### src/rtl/fal_pkg.sv
// Shared definitions for the first-arrival latch.
// Assumes: nothing beyond a synchronous active-low reset in every user.
package fal_pkg;
    // Contest state: open until the first arrival, locked afterwards
    typedef enum logic {
        ST_OPEN   = 1'b0,
        ST_LOCKED = 1'b1
    } contest_state_t;
endpackage

### src/rtl/fal_sync.sv
// Multi-stage synchroniser, one chain per bit.
// Assumes: each din bit is asynchronous and independent; STAGES >= 2.
module fal_sync #(
    parameter int WIDTH  = 4,
    parameter int STAGES = 2
) (
    input  logic             clk,
    input  logic             rst_n,
    input  logic [WIDTH-1:0] din,
    output logic [WIDTH-1:0] dout
);
    localparam int LAST = STAGES - 1;

    logic [WIDTH-1:0] stage_q [STAGES];

    // First stage samples the asynchronous lines
    always_ff @(posedge clk) begin
        if (!rst_n) stage_q[0] <= '0;
        else        stage_q[0] <= din;
    end

    genvar s;
    generate
        for (s = 1; s < STAGES; s++) begin : g_stage
            // Later stages resolve metastability
            always_ff @(posedge clk) begin
                if (!rst_n) stage_q[s] <= '0;
                else        stage_q[s] <= stage_q[s-1];
            end
        end
    endgenerate

    assign dout = stage_q[LAST];
endmodule

### src/rtl/fal_rise_detect.sv
// Per-line rising-edge detector on synchronised levels.
// Assumes: level is already in the clk domain; history resets to low.
module fal_rise_detect #(
    parameter int WIDTH = 4
) (
    input  logic             clk,
    input  logic             rst_n,
    input  logic [WIDTH-1:0] level,
    output logic [WIDTH-1:0] rise
);
    logic [WIDTH-1:0] prev_q;

    genvar i;
    generate
        for (i = 0; i < WIDTH; i++) begin : g_line
            // Remember last level of this line
            always_ff @(posedge clk) begin
                if (!rst_n) prev_q[i] <= 1'b0;
                else        prev_q[i] <= level[i];
            end
            assign rise[i] = level[i] & ~prev_q[i];
        end
    endgenerate
endmodule

### src/rtl/fal_lock_capture.sv
// Lock flag and result register: the first cycle with any rise locks
// the contest and stores that cycle's rise vector.
// Assumes: rise is a single-cycle pulse per edge.
module fal_lock_capture #(
    parameter int WIDTH = 4
) (
    input  logic             clk,
    input  logic             rst_n,
    input  logic [WIDTH-1:0] rise,
    output logic [WIDTH-1:0] win,
    output logic             lock
);
    import fal_pkg::*;

    contest_state_t   state_q;
    logic [WIDTH-1:0] win_q;
    logic             arrival;

    assign arrival = |rise;

    // Lock on the first arrival and hold the captured vector until reset
    always_ff @(posedge clk) begin
        if (!rst_n) begin
            state_q <= ST_OPEN;
            win_q   <= '0;
        end else if (state_q == ST_OPEN && arrival) begin
            state_q <= ST_LOCKED;
            win_q   <= rise;
        end
    end

    assign win  = win_q;
    assign lock = (state_q == ST_LOCKED);
endmodule

### src/rtl/first_arrival_latch.sv
// Top level: synchronise, detect rising edges, lock on the first one.
// Assumes: request pulses last longer than SYNC_STAGES+1 clock periods.
module first_arrival_latch #(
    parameter int N_CH        = 4,
    parameter int SYNC_STAGES = 2
) (
    input  logic            clk,
    input  logic            rst_n,
    input  logic [N_CH-1:0] chan_in,
    output logic [N_CH-1:0] winner,
    output logic            locked
);
    logic [N_CH-1:0] sync_lvl;
    logic [N_CH-1:0] rise_vec;

    fal_sync #(.WIDTH(N_CH), .STAGES(SYNC_STAGES)) u_sync (
        .clk   (clk),
        .rst_n (rst_n),
        .din   (chan_in),
        .dout  (sync_lvl)
    );

    fal_rise_detect #(.WIDTH(N_CH)) u_rise (
        .clk   (clk),
        .rst_n (rst_n),
        .level (sync_lvl),
        .rise  (rise_vec)
    );

    fal_lock_capture #(.WIDTH(N_CH)) u_lock (
        .clk   (clk),
        .rst_n (rst_n),
        .rise  (rise_vec),
        .win   (winner),
        .lock  (locked)
    );
endmodule

### config.mk
export PLATFORM = sky130hd
export DESIGN_NAME = first_arrival_latch
export DESIGN_NICKNAME = d
export VERILOG_FILES = /design/src/rtl/fal_pkg.sv /design/src/rtl/fal_sync.sv /design/src/rtl/fal_rise_detect.sv /design/src/rtl/fal_lock_capture.sv /design/src/rtl/first_arrival_latch.sv
export SDC_FILE = /design/constraint.sdc
export NUM_CORES = 1
export LEC_CHECK = 0
export ABC_AREA = 1
export BUFFER_PORTS_ARGS = -buffer_cell sky130_fd_sc_hd__buf_4
export CORE_AREA = 2 2 39 41
export CTS_BUF_LIST = sky130_fd_sc_hd__clkbuf_16
export CTS_CLUSTER_DIAMETER = 60
export DETAILED_ROUTE_END_ITERATION = 16
export DIE_AREA = 0 0 41 43
export PLACE_DENSITY_LB_ADDON = 0.12
export SYNTH_ARGS = -nofsm -noshare
export SYNTH_HDL_FRONTEND = slang
export SYNTH_SLANG_ARGS = --single-unit
export TNS_END_PERCENT = 20
### constraint.sdc
create_clock -name clk -period 2.39 [get_ports clk]
set_input_delay 0.239 -clock clk [delete_from_list [all_inputs] [get_ports clk]]
set_output_delay 0.239 -clock clk [all_outputs]
set_load 0.03 [all_outputs]
==> out/qor.yml <==
layout:
  seqCellArea_um2: 340.3
  final_area_um2: 734.5
  multi_input_area_um2: 152.6
  n_antenna_cell: 0
  mostFrequentLayoutCells: "nand2_1, dfxtp_1, inv_1"
  final_layout_size_suffix_gt1_share_pct: 29.76
  final_common_cell: "nand2_1"
  fin_nets: 91
  area_delta_synth_final_pct: 29.87
  instances_no_fill: 100
  post-route-util_pct: 53.07
  n_fill_cell: 136
power_and_ir_drop:
  ir_drop_mv: 0.4402
  powerDensity_mw_per_mm2: 927.3
  p_leak_nw: 0.3937
  total_power_mw: 0.6811
floorplanning:
  core_region_area_mm2: 0.001384
  die_w_um: 41
  initial_core_util_pct: 40.87
  io_pins: 11
  fp.dieArea_mm2: 0.001763
  die_h_um: 43
  core.rowCount: 14
job:
  maxCapViolCount: 0
synthesis:
  netlist_area_um2: 565.5
  synth_nets: 77
  synth-seq-area-share_pct: 60.18
  syn_avg_cell_area_um2: 7.965
  ys_warn_count: 0
  synth_cell_types: 11
  synth-seq-cells: 17
  postSynthCellCount: 71
drt:
  vias: 423
  drt_iter0_markers: 2
  antenna_left: 0
  wl_per_cell_um: 8.400
  routed_via_density: 4.230
  routed_wl_um: 840
  post-route-drc-count: 0
  first_pass_iters: 2
place:
  place_area_um2: 655.6
  dp.cells: 96
  detailedPlace.worstSlack_ps: 1473
  hpwl_um: 554.1
  gp_congestion: 0.6604
  portBuffers: 10
clock_tree:
  cts-htree-levels: 1
  clk_latency_ps: 240
  cts_sinks: 17
  postCtsSetupRepairBufs: 0
  cts_made_buffers: 3
  ctsHoldBuffers: 0
  clock_path_buffers: 2
  root_buffer: "clkbuf_16"
  post_cts_resized: 0
  cts.clk_slew.worst_paths_ps: 50
  cts_tree: "built"
global_route:
  grt_pass1_vias: 357
  gr-total-overflow: 0
  grt_max_degree: 15
  grt_use_total_pct: 12.30
  antenna_found_initial: 0
  grt_pass1_wl_um: 1338
timing:
  max_slew_margin_pct: 89.57
  finalWorstSetupSlack_ps: 1400
  hold_ws_ps: 183.7
  worst_pin_slew_ps: 156.4
  fin_setup_tns_ps: 0
  fin_crit_ps: 989.7
  drv_slew: 0
  finalSetupViolCount: 0
  fmax_mhz: 1010
  final_hold_viol_count: 0
  rsz0062_at_grt: "false"
  finalCritPeriodShare_pct: 41.41
  clock_skew_ps: 1.676
worst_setup_path:
  critPathMaxStageDelay_ps: 340
  rrSetupSlack_ps: 1430
  cp_top_family: "flip-flops"
  worstPathMaxFanout: 3
  cp_data_required_time_ps: 2150
  worstSetupPathType: "reg2out"
  cp.arrival_ps: 750
  cp-end-kind: "primary output"
  startpoint_type: "flip-flop"
  crit_path_top_delay_cell: "dfxtp_1"
  path_cells: "buf_4"
  critPathBufInv: 1
worst_hold_path:
  min_path_type: "in2reg"
run_status:
  status: "finished, final reports clean"
==> synthesized netlist by cell type (all sizes together) <==
| cell | n | area [µm²] |
|---|---|---|
| a21oi | 4 | 20.02 |
| nand3 | 3 | 15.01 |
| dfxtp | 17 | 340.3 |
| o21ai | 1 | 8.760 |
| nor2 | 4 | 17.52 |
| buf | 1 | 5.000 |
| nand2 | 23 | 91.34 |
| inv | 18 | 67.57 |
==> path summary, 6_finish.rpt <==
path / endpoint / start / depth (start not counted)
max: locked / u_lock.lock / 1
min: u_sync.stage_q[0][2] / chan_in[2] / 3
max reg2reg: u_lock.win[0] / u_sync.stage_q[1][1] / 7
min reg2reg: u_sync.stage_q[1][0] / u_sync.stage_q[0][0] / 2
==> final cells by class <==
cell class,count,area share (%)
Sequential cell,17,46.34
Multi-Input combinational cell,35,20.78
Clock buffer,3,10.22
Timing Repair Buffer,10,10.22
Inverter,18,9.199
Tap cell,16,2.726
Clock inverter,1,0.5111
==> registers in the layout (all words and copies together), names as in the netlist <==
signal and count:
u_lock.lock 1, u_lock.win 4, u_rise.prev_q 4, u_sync.stage_q 8
==> per-layer routing <==
metal / vias up / GRT usage (%) / share of wire (%)
li1: 231 / - / -
met1: 179 / 12.04 / 43
met2: 11 / 18.13 / 49
met3: 2 / 6.283 / 6.5
met4: 0 / 10.00 / 1.5
met5: - / 0 / 0
==> cell families (layout without fill, tap and decap cells) <==
logic type	count (synthesis)	after routing	synth area share, %
AOI/OAI and AO/OA	5	5	5.089
buffers and inverters	19	32	12.83
DFF	17	17	60.18
and+or+nand+nor	30	30	21.90
==> report_power, final <==
group	total, mW	switching (mW)	internal (mW)	leakage [nW]
Sequential	0.304	0.00620	0.298	0.140
Clock	0.318	0.0972	0.221	0.0423
Combinational	0.0583	0.0351	0.0232	0.212
No activity file was read; power rests on OpenSTA's default activity.
